$ cat src/rtl/meas_frame_pkg.sv
// Shared constants and types for the measurement frame receiver.
// Assumes two bytes per word and words wider than one byte.
package meas_frame_pkg;
    localparam int BYTE_W         = 8;
    localparam int BYTES_PER_WORD = 2;
    localparam int WORD_W         = BYTE_W * BYTES_PER_WORD;
    localparam int NUM_CH         = 4;
    localparam int FRAME_BYTES    = NUM_CH * BYTES_PER_WORD;
    localparam int RESULT_W       = 14;

    typedef logic [BYTE_W-1:0] byte_t;
    typedef logic [WORD_W-1:0] word_t;
endpackage

$ cat src/rtl/meas_gap_timer.sv
// Counts idle cycles since the last byte strobe. It saturates at GAP_CYCLES
// so that idle times of any length are handled. 'stale' is high when the gap
// from the previous strobe to a strobe in the current cycle exceeds
// GAP_CYCLES. Assumes GAP_CYCLES >= 1.
module meas_gap_timer #(
    parameter int GAP_CYCLES = 25_000_000
) (
    input  logic clk,
    input  logic rst_n,
    input  logic byte_stb,
    output logic stale
);
    localparam int CNT_W = $clog2(GAP_CYCLES + 1);
    localparam logic [CNT_W-1:0] LIMIT = CNT_W'(GAP_CYCLES);

    logic [CNT_W-1:0] idle_cnt;

    // Restart on every strobe; otherwise count up to LIMIT and stay there.
    always_ff @(posedge clk) begin
        if (!rst_n) begin
            idle_cnt <= '0;
        end else if (byte_stb) begin
            idle_cnt <= '0;
        end else if (idle_cnt != LIMIT) begin
            idle_cnt <= idle_cnt + 1'b1;
        end
    end

    // After k cycles between strobes idle_cnt equals k-1; gap > LIMIT <=> idle_cnt == LIMIT.
    always_comb stale = (idle_cnt == LIMIT);
endmodule

$ cat src/rtl/meas_frame_asm.sv
// Tracks the byte position within a frame and stores the first
// FRAME_BYTES-1 bytes. On the last byte it presents the complete frame
// (last byte taken straight from the input) together with a done strobe.
// Each word is high byte first, masked to RESULT_W bits.
module meas_frame_asm
    import meas_frame_pkg::*;
#(
    parameter int NCH  = NUM_CH,
    parameter int RES_W = RESULT_W
) (
    input  logic                  clk,
    input  logic                  rst_n,
    input  logic                  byte_stb,
    input  byte_t                 byte_in,
    input  logic                  resync,
    output logic                  done,
    output logic [NCH-1:0][WORD_W-1:0] words
);
    localparam int NBYTES = NCH * BYTES_PER_WORD;
    localparam int POS_W  = $clog2(NBYTES);
    localparam logic [POS_W-1:0] LAST = POS_W'(NBYTES - 1);
    localparam word_t MASK = word_t'((32'd1 << RES_W) - 1);

    logic [POS_W-1:0] pos, pos_eff;
    byte_t            store [NBYTES-1];
    byte_t            bytes_now [NBYTES];

    // A timeout forces the arriving byte to position zero.
    always_comb pos_eff = resync ? '0 : pos;
    always_comb done = byte_stb && (pos_eff == LAST);

    // Advance the position on each strobe, wrapping after the last byte.
    always_ff @(posedge clk) begin
        if (!rst_n) begin
            pos <= '0;
        end else if (byte_stb) begin
            pos <= (pos_eff == LAST) ? '0 : pos_eff + 1'b1;
        end
    end

    genvar i;
    generate
        for (i = 0; i < NBYTES - 1; i++) begin : g_store
            // Capture the byte that belongs to slot i.
            always_ff @(posedge clk) begin
                if (!rst_n) begin
                    store[i] <= '0;
                end else if (byte_stb && pos_eff == POS_W'(i)) begin
                    store[i] <= byte_in;
                end
            end
            always_comb bytes_now[i] = store[i];
        end
    endgenerate

    // The final slot is never stored; it is the byte on the input now.
    always_comb bytes_now[NBYTES-1] = byte_in;

    generate
        for (i = 0; i < NCH; i++) begin : g_word
            // Join the high and low bytes and drop the unused top bits.
            always_comb words[i] = {bytes_now[2*i], bytes_now[2*i+1]} & MASK;
        end
    endgenerate
endmodule

$ cat src/rtl/meas_result_hold.sv
// Result registers. Loads all channels together when a frame completes and
// hold is low, and pulses 'valid' for that one cycle. A frame that completes
// under hold is dropped.
module meas_result_hold
    import meas_frame_pkg::*;
#(
    parameter int NCH = NUM_CH
) (
    input  logic                       clk,
    input  logic                       rst_n,
    input  logic                       load,
    input  logic                       hold,
    input  logic [NCH-1:0][WORD_W-1:0] words_in,
    output logic [NCH-1:0][WORD_W-1:0] words_out,
    output logic                       valid
);
    // Update the registers and raise the pulse only for an unfrozen completion.
    always_ff @(posedge clk) begin
        if (!rst_n) begin
            words_out <= '0;
            valid     <= 1'b0;
        end else begin
            valid <= load && !hold;
            if (load && !hold) begin
                words_out <= words_in;
            end
        end
    end
endmodule

$ cat src/rtl/meas_frame_rx.sv
// Top level: rebuilds four-channel measurement frames from a byte stream,
// realigning to frame boundaries on inter-byte silence longer than
// GAP_CYCLES clock cycles. Assumes byte_stb is a single-cycle strobe.
module meas_frame_rx
    import meas_frame_pkg::*;
#(
    parameter int GAP_CYCLES = 25_000_000
) (
    input  logic        clk,
    input  logic        rst_n,
    input  logic        byte_stb,
    input  logic [7:0]  byte_data,
    input  logic        hold,
    output logic [15:0] in_volt,
    output logic [15:0] in_curr,
    output logic [15:0] out_volt,
    output logic [15:0] out_curr,
    output logic        frame_valid
);
    logic                          stale;
    logic                          done;
    logic [NUM_CH-1:0][WORD_W-1:0] frame_words;
    logic [NUM_CH-1:0][WORD_W-1:0] result_words;

    meas_gap_timer #(.GAP_CYCLES(GAP_CYCLES)) u_gap (
        .clk      (clk),
        .rst_n    (rst_n),
        .byte_stb (byte_stb),
        .stale    (stale)
    );

    meas_frame_asm #(.NCH(NUM_CH), .RES_W(RESULT_W)) u_asm (
        .clk      (clk),
        .rst_n    (rst_n),
        .byte_stb (byte_stb),
        .byte_in  (byte_data),
        .resync   (stale),
        .done     (done),
        .words    (frame_words)
    );

    meas_result_hold #(.NCH(NUM_CH)) u_hold (
        .clk       (clk),
        .rst_n     (rst_n),
        .load      (done),
        .hold      (hold),
        .words_in  (frame_words),
        .words_out (result_words),
        .valid     (frame_valid)
    );

    // Channel order on the ports follows word order in the frame.
    always_comb begin
        in_volt  = result_words[0];
        in_curr  = result_words[1];
        out_volt = result_words[2];
        out_curr = result_words[3];
    end
endmodule

$ cat config.mk
export PLATFORM = sky130hd
export DESIGN_NAME = meas_frame_rx
export DESIGN_NICKNAME = d
export VERILOG_FILES = /design/src/rtl/meas_frame_pkg.sv /design/src/rtl/meas_gap_timer.sv /design/src/rtl/meas_frame_asm.sv /design/src/rtl/meas_result_hold.sv /design/src/rtl/meas_frame_rx.sv
export SDC_FILE = /design/constraint.sdc
export NUM_CORES = 1
export LEC_CHECK = 0
export ABC_AREA = 1
export BUFFER_PORTS_ARGS = -buffer_cell sky130_fd_sc_hd__clkbuf_2
export CORE_MARGIN = 2
export CORE_UTILIZATION = 51
export CTS_CLUSTER_SIZE = 10
export DETAILED_ROUTE_END_ITERATION = 8
export PLACE_DENSITY = 0.78
export REMOVE_ABC_BUFFERS = 1
export SLEW_MARGIN = 20
export SYNTH_ARGS = -nofsm -noshare
export SYNTH_HDL_FRONTEND = slang
export SYNTH_SLANG_ARGS = --single-unit
$ cat constraint.sdc
create_clock -name clk -period 2.43 [get_ports clk]
set_input_delay 0 -clock clk [delete_from_list [all_inputs] [get_ports clk]]
set_output_delay 0 -clock clk [all_outputs]
set_load 0.005 [all_outputs]
# == After elaboration in Yosys (flattened, before gate mapping) ==
# Memory sizes are Yosys's and may differ from the RTL's. A register that Yosys moved wholly into a read port is not among the register bits.
# Index checks and enable logic that the tools add are counted.
# totals
regBits,43
mem_bits_rw,56
output_inout_bits,65
wordCells,74
n_memories,1
# op_classes
add_sub_neg,2
eq_ne,9
mux,31
bitwise_logic,8
reduce_logical,19
# mem_list
name,words,word_bits,read_ports,rd_clocked_by_memory_dff,wr,line_no,source
u_asm.store,7,8,7,7,7,meas_frame_asm.sv:25,byte_t store [NBYTES-1];
# op_table
operator,n
$mux W8,7
$add A25 B1 Y25 const B,1
$eq A25 B25 Y1 const B,1
$ne A25 B25 Y1 const B,1
$mux W1,22
$eq A3 B3 Y1 const B,4
$logic_and A1 B1 Y1,9
$logic_not A1 Y1,8
$or A1 B1 Y1,7
$eq A3 B2 Y1 const B,2
$mux W3,2
$add A3 B1 Y3 const B,1
$eq A3 B1 Y1 const B,1
$logic_not A3 Y1,1
$reduce_or A2 Y1,1
$not A1 Y1,1

# == Logic depth before layout (Yosys ltp) ==
# Gate-level depths: netlist of run 1.
# depth
word_depth,8
ltp_mapped,18
mapped_depth_nobuf,16

# == Modules after synthesis ==
# A second synthesis of run 1 with hierarchy kept.
# unflattened
cells_unflattened,828
hier_area_um2,6374.9
# modules_own_cells
module,instances,cells_each,area_each_um2
meas_result_hold,1,416,2738.9
meas_frame_asm,1,172,2125.8
meas_gap_timer,1,240,1510.2

# == Worst setup path after synthesis of run 1 ==
# No wires, ideal clock.
# synth_path
path_type,reg2reg
from,reg u_gap.idle_cnt[0]
to,"reg u_hold.words_out[10] in the netlist's numbering, read port of u_asm.store"
setup_time_ns,0.065
t_arrival_ns,2.281
t_required_ns,2.365
slack_ns,0.084
stages_incl_launch_ff,19
n_path_buf,2
period_less_slack_ns,2.346
path_cell_list,dfxtp_1 > inv_1 > ha_1 > nand2_1 > inv_1 > nand2_1 > nor2_1 > nand3_4 > nand2_1 > inv_1 > ha_1 > ha_1 > nand2_1 > nor2_1 > inv_1 > buf_2 > buf_1 > nor2_1 > nor2_1
# synth_between
elab_chain_len,5
# synth_rtl
element,line_no,source
from (decl),meas_gap_timer.sv:16,logic [CNT_W-1:0] idle_cnt;
from (signal assigned),meas_gap_timer.sv:25,idle_cnt <= idle_cnt + 1'b1;
$eq A25 B25 Y1,meas_gap_timer.sv:30,always_comb stale = (idle_cnt == LIMIT);
$mux W3,meas_frame_asm.sv:29,always_comb pos_eff = resync ? '0 : pos;
$eq A3 B3 Y1,meas_frame_asm.sv:30,always_comb done = byte_stb && (pos_eff == LAST);
$logic_and A1 B1 Y1,meas_frame_asm.sv:30,
$logic_and A1 B1 Y1,meas_result_hold.sv:24,if (load && !hold) begin
to (decl),meas_result_hold.sv:14,"output logic [NCH-1:0][WORD_W-1:0] words_out,"
# Every way passes these cells.
# A chain may end at the register's enable or synchronous reset.

# == Worst setup path in the final report of run 1 ==
# layout_path
from,reg u_gap.idle_cnt[1]
to,"reg u_hold.words_out[10] in the netlist's numbering, read port of u_asm.store"
# The elaborated chain is that of the path after synthesis.

==> results of run 1 <==
-- repair_timing --
action                                  CTS  global route
gates resized for setup                   2            71
cloned                                    0             6
pin swaps                                 0             5
endpoints found under the setup margin    5            72
setup buffers                             0             7
hold buffers                             10             0
endpoints found under the hold margin    59             0
-- worst paths after layout --
path	start	to	slack, ns
setup reg to reg	u_gap.idle_cnt[1]	u_hold.words_out[10]	-0.01
setup / recovery	u_gap.idle_cnt[1]	u_hold.words_out[10]	-0.01
hold / removal	hold	u_hold.words_out[52]	0.07
hold reg to reg	u_gap.idle_cnt[13]	u_gap.idle_cnt[13]	0.47
-- per-layer routing --
metal / track usage [%] / share of wire, %
met5: 0 / 0
met4: 9.62 / 3.2
met3: 5.69 / 6.6
met2: 38.1 / 52
met1: 25.6 / 39
-- power breakdown --
part / switching, W / total [W] / internal (W)
clock network: 0.00105 / 0.00267 / 0.00162
registers: 0.0000225 / 0.00238 / 0.00235
logic: 0.000122 / 0.000179 / 0.0000568
total: 0.00119 / 0.00523 / 0.00403
-- per-stage QoR --
step	setup WS, ns	setup TNS [ns]	power (W)	cells
4_1_cts	-0.0122	-0.0340	0.00519	836
3_3_place_gp	0.207	0	0.00255	794
5_1_grt	-0.149	-3.72	0.00535	849
2_1_floorplan	-2.04	-107.39	0.00249	578
3_5_place_dp	0.0317	0	0.00256	794
6_report	-0.00998	-0.00998	0.00523	849
-- cells in the mapped netlist, types with 2 or more instances --
| master | count | area (um^2) |
|---|---|---|
| inv_2 | 3 | 11.3 |
| inv_1 | 45 | 169 |
| buf_4 | 8 | 60.1 |
| a21oi_1 | 26 | 130 |
| nand3_2 | 4 | 40.0 |
| nor2_2 | 5 | 31.3 |
| buf_2 | 3 | 15.0 |
| clkbuf_1 | 17 | 63.8 |
| buf_1 | 2 | 7.51 |
| nand4_1 | 3 | 18.8 |
| o21ai_0 | 75 | 375 |
| nand2_1 | 58 | 218 |
| nor2_1 | 182 | 683 |
| nor3_1 | 5 | 25.0 |
| edfxtp_1 | 48 | 1440 |
| ha_1 | 6 | 75.1 |
| dfxtp_1 | 85 | 1700 |
| nand3_1 | 14 | 70.1 |
| o21ai_1 | 2 | 10.0 |
-- state kept, by name (all words and copies together) (netlist names) --
signal            count
u_hold.words_out     56
u_asm.store          48
u_gap.idle_cnt       25
u_asm.pos             3
u_hold.valid          1
-- worst reg2reg max path, cell delays in order (launching register included) --
cell and delay [ns]:
dfxtp_2 0.34, inv_1 0.05, ha_2 0.16, nand2_1 0.06, inv_1 0.04, nand2_1 0.05
nor2_1 0.06, nand3_4 0.14, nand2_4 0.09, inv_4 0.08, ha_4 0.16, ha_4 0.14
nand2_2 0.06, nor2_4 0.17, clkinvlp_4 0.18, buf_12 0.19, clkbuf_16 0.17, nor2_1 0.12
nor2_1 0.08
-- cell type report --
cell class                      count  area, um^2
Fill cell                         662        3070
Sequential cell                   133        3150
Multi-Input combinational cell    396        1900
Tap cell                          133         166
Clock inverter                     14         189
Clock buffer                       18         428
Timing Repair Buffer              106         773
Inverter                           49         193
-- cell families after synthesis --
family | Yosys count | share of synthesized area, %
AO/OA/AOI/OAI | 109 | 10.9
other | 1 | 0.0717
AND/OR/NAND/NOR | 273 | 21.2
adder cells (fa/ha/maj) | 6 | 1.44
buffers and inverters | 79 | 6.31
flip-flops | 133 | 60.1
==> metrics.cfg, run 1 <==
[status]
status = complete, but fails checks
violations = setup timing

[worst_setup_path]
crit_top_cell = nor2_1
end_kind = flop
rr_worst_depth = 18
path_buf_inv = 6
cp_cell_sequence = inv_1 -> ha_2 -> nand2_1 -> inv_1 -> nand2_1 -> nor2_1 -> nand3_4 -> nand2_4 -> inv_4 -> ha_4 -> ha_4 -> nand2_2 -> nor2_4 -> clkinvlp_4 -> buf_12 -> clkbuf_16 -> nor2_1 -> nor2_1
path_max_fanout = 7
crit_slowest_cell = dfxtp_2
worst_ep_required_time_ns = 2.85
worstPathArrival_ns = 2.86
crit_type = flop to flop
cpPeakStageDelay_ns = 0.34
cp.depth = 18
cp-start-kind = flop
crit_family = simple AND/OR/NAND/NOR gates

[place]
placed_area_mm2 = 0.00575
globalplace.congestion = 0.889
portBuffers = 68
hpwl_mm = 7.64

[grt]
grt_pass1_wl_mm = 19.3
grt_pass1_vias = 4179
grt_max_degree = 71
grt_overflow = 0
grt_usage_pct = 22.0
antenna_found_initial = 0

[detailed_routing]
vias = 4564
drc = 0
drt_iter0_drc = 465
wl_per_cell_um = 16.1
vias_per_cell = 5.38
first_pass_iters = 5
routed_wl_mm = 13.6
ant_nets = 0

[clock_tree]
cts.sinks = 133
clk_path_buf_depth = 2
cts-root-buf = clkbuf_8
cts_tree = yes
numCtsBuffers = 17
clock_latency_ns = 0.53
htreeDepth = 4
clk_pin_slew_worst_paths_ns = 0.06

[floorplanning]
core_area_mm2 = 0.00986
dieHeight_um = 105
ioPinCount = 77
die_w_um = 105
start_util_pct = 53.0
rows = 36
dieArea_mm2 = 0.0111

[power]
p_per_area_mw_per_mm2 = 769
vdd_drop_max_mv = 0.532
leakagePower_nw = 2.90

[layout]
nets = 721
final_layout_size_suffix_gt1_share_pct = 25.1
final_area_mm2 = 0.00680
utilization_pct = 68.9
area_delta_synth_final_pct = 30.0
antenna_cells = 0
final_common_cell = nor2_1
final_cell_mix = nor2_1 (157), dfxtp_1 (83), clkbuf_2 (68)

[run]
drv_cap = 0

[synthesis]
yosysWarnings = 0
syn-cell-area_mm2 = 0.00523
ys.flop_type = dfxtp_1
netlist_instances = 601
avgSynthCellArea_um2 = 8.70
ys_ff_latch = 133
synth-edff-count = 48
ys_seq_area_share_pct = 60.1
ys_types = 29
async_flop_share_pct = 0

[timing]
fin_crit_sh_pct = 100
tightest_slew_ns = 0.659
final_hold_viol_count = 0
fin_ws_ns = -0.00998
fin_skew_ns = 0.0123
setup_viol = 1
final_max_slew_viol_count = 0
fmax_mhz = 410
period_minus_slack_ns = 2.44
whs_ns = 0.0704
relSlewSlack_pct = 56.1

[min_path]
holdPathStages = 4
hold_class = input port to flop

(Power assumes the default switching activity.)
==> run 2, diff against run 1 <==
Settings changed: CORE_UTILIZATION 51 to 56, PLACE_DENSITY 0.78 to 0.81, TNS_END_PERCENT set to 1.
Clock period 2.43 ns to 2.7 ns, I/O delays scaled along.
==> run 2 against run 1 <==
Compared with the run above: critical path type unchanged; final cell count down 5.1%; routed wire length down 17%; non-clock buffer count down 21; the flow finishes with violations (hold timing); clock power down 20%; critical path depth down 2; combinational power down 26%.
==> metrics.cfg, run 2 (synthesized netlist as in run 1, its figures left out) <==
[status]
status = complete, but fails checks
violations = hold timing

[timing]
rsz0062_at_grt = true
setup_viol = 0
fin_skew_ns = 0.00797
period_minus_slack_ns = 2.47
fin_crit_sh_pct = 91.5
tightest_slew_ns = 0.558
relSlewSlack_pct = 62.8
whs_ns = -0.0297
fmax_mhz = 405
final_hold_viol_count = 1
finalSetupTns_ns = 0
final_max_slew_viol_count = 0

[worst_setup_path]
cp_cell_sequence = inv_1 -> ha_1 -> nand2_1 -> inv_1 -> nand2_1 -> nor2_2 -> nand3_4 -> nand2_1 -> inv_1 -> ha_1 -> ha_1 -> nand2_1 -> nor2_4 -> buf_4 -> o21ai_0 -> nor2_1
end_kind = flop
path_buf_inv = 4
reg2reg_from = u_gap.idle_cnt[0]
crit_top_cell = nand2_1
crit_family = simple AND/OR/NAND/NOR gates
worst_ep_required_time_ns = 3.12
rr_worst_depth = 16
worstPathArrival_ns = 2.89
r2r_end = u_hold.words_out[27]
cpPeakStageDelay_ns = 0.35
path_max_fanout = 43
crit_slowest_cell = dfxtp_1
cp-start-kind = flop
reg2reg_slack_ns = 0.23
crit_type = flop to flop

[grt]
grt_max_degree = 44
grt_usage_pct = 24.0
grt_pass1_wl_mm = 19.0
antenna_found_initial = 0
grt_pass1_vias = 4104
grt_overflow = 0

[floorplanning]
rows = 35
core_area_mm2 = 0.00915
ioPinCount = 77
dieArea_mm2 = 0.0101
start_util_pct = 57.2
die_w_um = 101
dieHeight_um = 101

[power]
p_per_area_mw_per_mm2 = 696
pwr-share-clk_pct = 48.5
leakagePower_nw = 2.73
switching_share_pct = 24.4
p_int_w = 0.00332
pwr-share-seq_pct = 48.5
p_comb_share_pct = 3.0
p_total_w = 0.00440
vdd_drop_max_mv = 0.379
p_sw_w = 0.00107

[place]
hpwl_mm = 7.23
portBuffers = 68
placed_area_mm2 = 0.00567
globalplace.congestion = 0.885
dp.cells = 765

[layout]
nets = 700
largest_reg_flops = 56
final_area_mm2 = 0.00631
largestRegisters = u_hold.words_out (56), u_asm.store (48), u_gap.idle_cnt (25)
antenna_cells = 0
final_cell_mix = nor2_1 (180), dfxtp_1 (85), o21ai_0 (69)
final_common_cell = nor2_1
final_layout_size_suffix_gt1_share_pct = 17.8
finalNonFillerCells = 806
area_delta_synth_final_pct = 20.7
num-fill-cells = 694
top_register = u_hold.words_out

[detailed_routing]
drc = 0
routed_wl_mm = 11.4
top_layer_used = met4
drt_iter0_drc = 298
wl_met1_mm = 4.76
vias_per_cell = 5.29
dr_wl_met3_um = 594
wl_met2_mm = 5.77
wl_per_cell_um = 14.1
first_pass_iters = 5
ant_nets = 0
vias = 4264

[min_path]
holdPathStages = 3
holdCritStartpoint = byte_data[2]
holdPathEnd = u_hold.words_out[50]
hold_class = input port to flop

[clock_tree]
htreeDepth = 4
cts_tree = yes
cts.sinks = 133
clk_pin_slew_worst_paths_ns = 0.06
cts-root-buf = clkbuf_8
numCtsBuffers = 17
clock_latency_ns = 0.53
clk_path_buf_depth = 2

[run]
drv_cap = 0

[run 2: changes by cell type in the layout (fill, tap and decap cells not counted), moves of 4 or more]
| cell | delta |
|---|---|
| nor2_1 | +23 |
| nor2_2 | -22 |
| buf_4 | -10 |
| nand2_1 | +4 |
| buf_6 | -4 |
| o21ai_1 | -18 |
| inv_1 | +4 |
| clkbuf_16 | -4 |
| o21ai_0 | +18 |
[run 2: cell type report]
class	instances	area, um^2	area share, %
sequential	133	3140	49.8
multi-input combinational	396	1790	28.4
timing repair buffer	85	503	7.97
clock buffer	17	414	6.56
inverter	49	184	2.91
tap	111	139	2.20
clock inverter	15	136	2.16
[run 2: stage by stage]
step	setup WS (ns)	utilization (%)
after floorplan	-1.77	-
after global placement	0.397	62.0
after detailed placement	0.182	62.0
after CTS	0.126	69.0
after global routing	-0.00717	69.0
final	0.229	69.0
[run 2: worst max path at each step]
stage                                 start              endpoint  slack [ns]  depth (start not counted)
final                     u_gap.idle_cnt[0]  u_hold.words_out[27]        0.23                         16
after global routing      u_gap.idle_cnt[0]  u_hold.words_out[12]      -0.007                         16
after CTS                 u_gap.idle_cnt[0]   u_hold.words_out[6]        0.13                         16
after detailed placement  u_gap.idle_cnt[0]  u_hold.words_out[56]        0.18                         16
after global placement    u_gap.idle_cnt[0]  u_hold.words_out[13]        0.40                         16
after floorplan           u_gap.idle_cnt[0]   u_hold.words_out[0]       -1.77                         16
[run 2: worst min-delay path: stages]
cell and delay, ns:
clkbuf_2 0.08, inv_1 0.18, a21oi_1 0.19
[run 2: per-layer routing]
| metal | vias up | track usage (%) |
|---|---|---|
| met1 | 1996 | 29.4 |
| li1 | 2107 | - |
| met5 | - | 0 |
| met3 | 23 | 6.31 |
| met4 | 0 | 8.54 |
| met2 | 138 | 40.8 |
[run 2: repair_timing]
action / in CTS / in global routing
hold buffers: 9 / 0
buffers inserted: 0 / 0
endpoints found under the setup margin: 0 / 50
hold endpoints to repair: 49 / 0
gates resized for setup: 0 / 7
[run 2: power groups by stage]
stage	clock (W)	sequential [W]	combinational, W
after floorplan	0	0.00217	0.0000668
after global placement	0	0.00217	0.000114
after detailed placement	0	0.00217	0.000120
after CTS	0.00214	0.00213	0.000133
after global routing	0.00224	0.00213	0.000147
final	0.00213	0.00213	0.000132
==> run 3, diff against run 2 <==
Settings changed: CORE_MARGIN 2 to unset.
==> run 3 against run 2 <==
Compared with the run above: critical endpoint is now u_hold.words_out[32]; first-iteration DRC count rose by 2.3%; count of clock-buffer cells in the layout rose by 1; clock power rose by 7%; largest cell class unchanged; non-clock buffer count did not move; core utilization rose by 2.4 points; combinational power barely moved; critical path type unchanged; register-to-register slack barely moved; the flow now finishes without violations; clock skew fell by 0.0012 ns; via count rose by 0.19%; critical path depth did not move; sequential share of layout area fell by 0.24 points.
==> metrics.cfg, run 3 (synthesized netlist as in run 1, its figures left out) <==
[status]
status = finished clean

[detailed_routing]
vias_per_cell = 5.32
top_layer_used = met4
first_pass_iters = 5
drt_iter0_drc = 305
ant_nets = 0
vias = 4272
dr_wl_met3_um = 606
wl_met2_mm = 5.69
wl_per_cell_um = 14.2
drc = 0
wl_met1_mm = 4.90
routed_wl_mm = 11.4

[layout]
largestRegisters = u_hold.words_out (56), u_asm.store (48), u_gap.idle_cnt (25)
finalNonFillerCells = 803
antenna_cells = 0
final_layout_size_suffix_gt1_share_pct = 17.7
area_delta_synth_final_pct = 21.3
final_cell_mix = nor2_1 (181), dfxtp_1 (85), o21ai_0 (72)
largest_reg_flops = 56
final_common_cell = nor2_1
nets = 700
num-fill-cells = 639
utilization_pct = 71.3
top_register = u_hold.words_out

[clock_tree]
clk_pin_slew_worst_paths_ns = 0.07
numCtsBuffers = 17
cts_tree = yes
clock_latency_ns = 0.52
cts-root-buf = clkbuf_8
clk_path_buf_depth = 2
htreeDepth = 4
cts.sinks = 133

[timing]
fin_skew_ns = 0.00678
whs_ns = 0.0273
final_hold_viol_count = 0
fin_crit_sh_pct = 91.9
relSlewSlack_pct = 52.2
fmax_mhz = 403
period_minus_slack_ns = 2.48
final_max_slew_viol_count = 0
setup_viol = 0
tightest_slew_ns = 0.714

[power]
vdd_drop_max_mv = 0.525
leakagePower_nw = 2.75
switching_share_pct = 22.9
p_sw_w = 0.00104
p_int_w = 0.00350
p_per_area_mw_per_mm2 = 715
pwr-share-seq_pct = 47.0
pwr-share-clk_pct = 50.0
p_comb_share_pct = 3.0

[worst_setup_path]
worst_ep_required_time_ns = 3.11
crit_type = flop to flop
end_kind = flop
worstPathArrival_ns = 2.89
path_max_fanout = 44
cp-start-kind = flop

[grt]
grt_pass1_wl_mm = 19.0
grt_pass1_vias = 4162
grt_max_degree = 45
grt_overflow = 0
grt_usage_pct = 25.1
antenna_found_initial = 0

[run]
drv_cap = 0

[floorplanning]
dieArea_mm2 = 0.00973
start_util_pct = 58.8
die_w_um = 98.7
dieHeight_um = 98.7
core_area_mm2 = 0.00889
rows = 34
ioPinCount = 77

[place]
dp.cells = 762
hpwl_mm = 7.17
portBuffers = 68
globalplace.congestion = 0.895

[min_path]
hold_class = input port to flop

==> run 3: area by class of cell <==
type	instances	area, um^2	area share [%]
Clock buffer	18	418	6.59
Clock inverter	14	166	2.62
Inverter	49	184	2.90
Multi-Input combinational cell	396	1790	28.3
Sequential cell	133	3140	49.5
Tap cell	108	135	2.13
Timing Repair Buffer	85	503	7.93
==> run 3: through the flow <==
stage / setup slack [ns] / TNS (ns) / total power (W) / cell area, um^2
2_1_floorplan: -1.77 / -92.00 / 0.00224 / 5110
3_3_place_gp: 0.389 / 0 / 0.00229 / 5670
3_5_place_dp: 0.287 / 0 / 0.00230 / 5670
4_1_cts: 0.194 / 0 / 0.00455 / 6340
5_1_grt: -0.000871 / -0.00117 / 0.00464 / 6340
6_report: 0.219 / 0 / 0.00454 / 6340
==> run 3: worst max-delay path, cell delays in order (launching register included) <==
cell,delay (ns)
dfxtp_1,0.34
inv_1,0.07
ha_1,0.13
nand2_1,0.05
inv_1,0.05
nand2_1,0.04
nor2_1,0.18
nand3_4,0.17
nand2_1,0.16
inv_1,0.07
ha_1,0.23
ha_1,0.20
nand2_1,0.10
nor2_4,0.05
buf_4,0.23
o21ai_0,0.23
nor2_1,0.06
==> run 3: final timing paths <==
path | slack [ns] | start | cells past startpoint | to
setup / recovery | 0.22 | u_gap.idle_cnt[0] | 16 | u_hold.words_out[32]
hold / removal | 0.03 | hold | 4 | u_hold.words_out[54]
setup reg to reg | 0.22 | u_gap.idle_cnt[0] | 16 | u_hold.words_out[32]
hold reg to reg | 0.47 | u_asm.store[4][1] | 2 | u_hold.words_out[41]
==> run 3: power groups by stage <==
| stage | clock [W] | sequential (W) | combinational (W) |
|---|---|---|---|
| 3_3_place_gp | 0 | 0.00217 | 0.000115 |
| 6_report | 0.00227 | 0.00213 | 0.000134 |
| 4_1_cts | 0.00228 | 0.00213 | 0.000133 |
| 2_1_floorplan | 0 | 0.00217 | 0.0000668 |
| 3_5_place_dp | 0 | 0.00217 | 0.000121 |
| 5_1_grt | 0.00236 | 0.00214 | 0.000148 |
==> run 3: per-layer routing <==
| layer | up-vias | track usage, % |
|---|---|---|
| met3 | 21 | 5.25 |
| met2 | 154 | 43.1 |
| met1 | 1994 | 30.6 |
| met5 | - | 0 |
| li1 | 2103 | - |
| met4 | 0 | 11.1 |
==> run 3: timing repair <==
action	4_1_cts	5_1_grt
gates resized for setup	0	4
endpoints found under the hold margin	50	0
setup endpoints to repair	0	6
buffers inserted	0	0
hold buffers	9	0
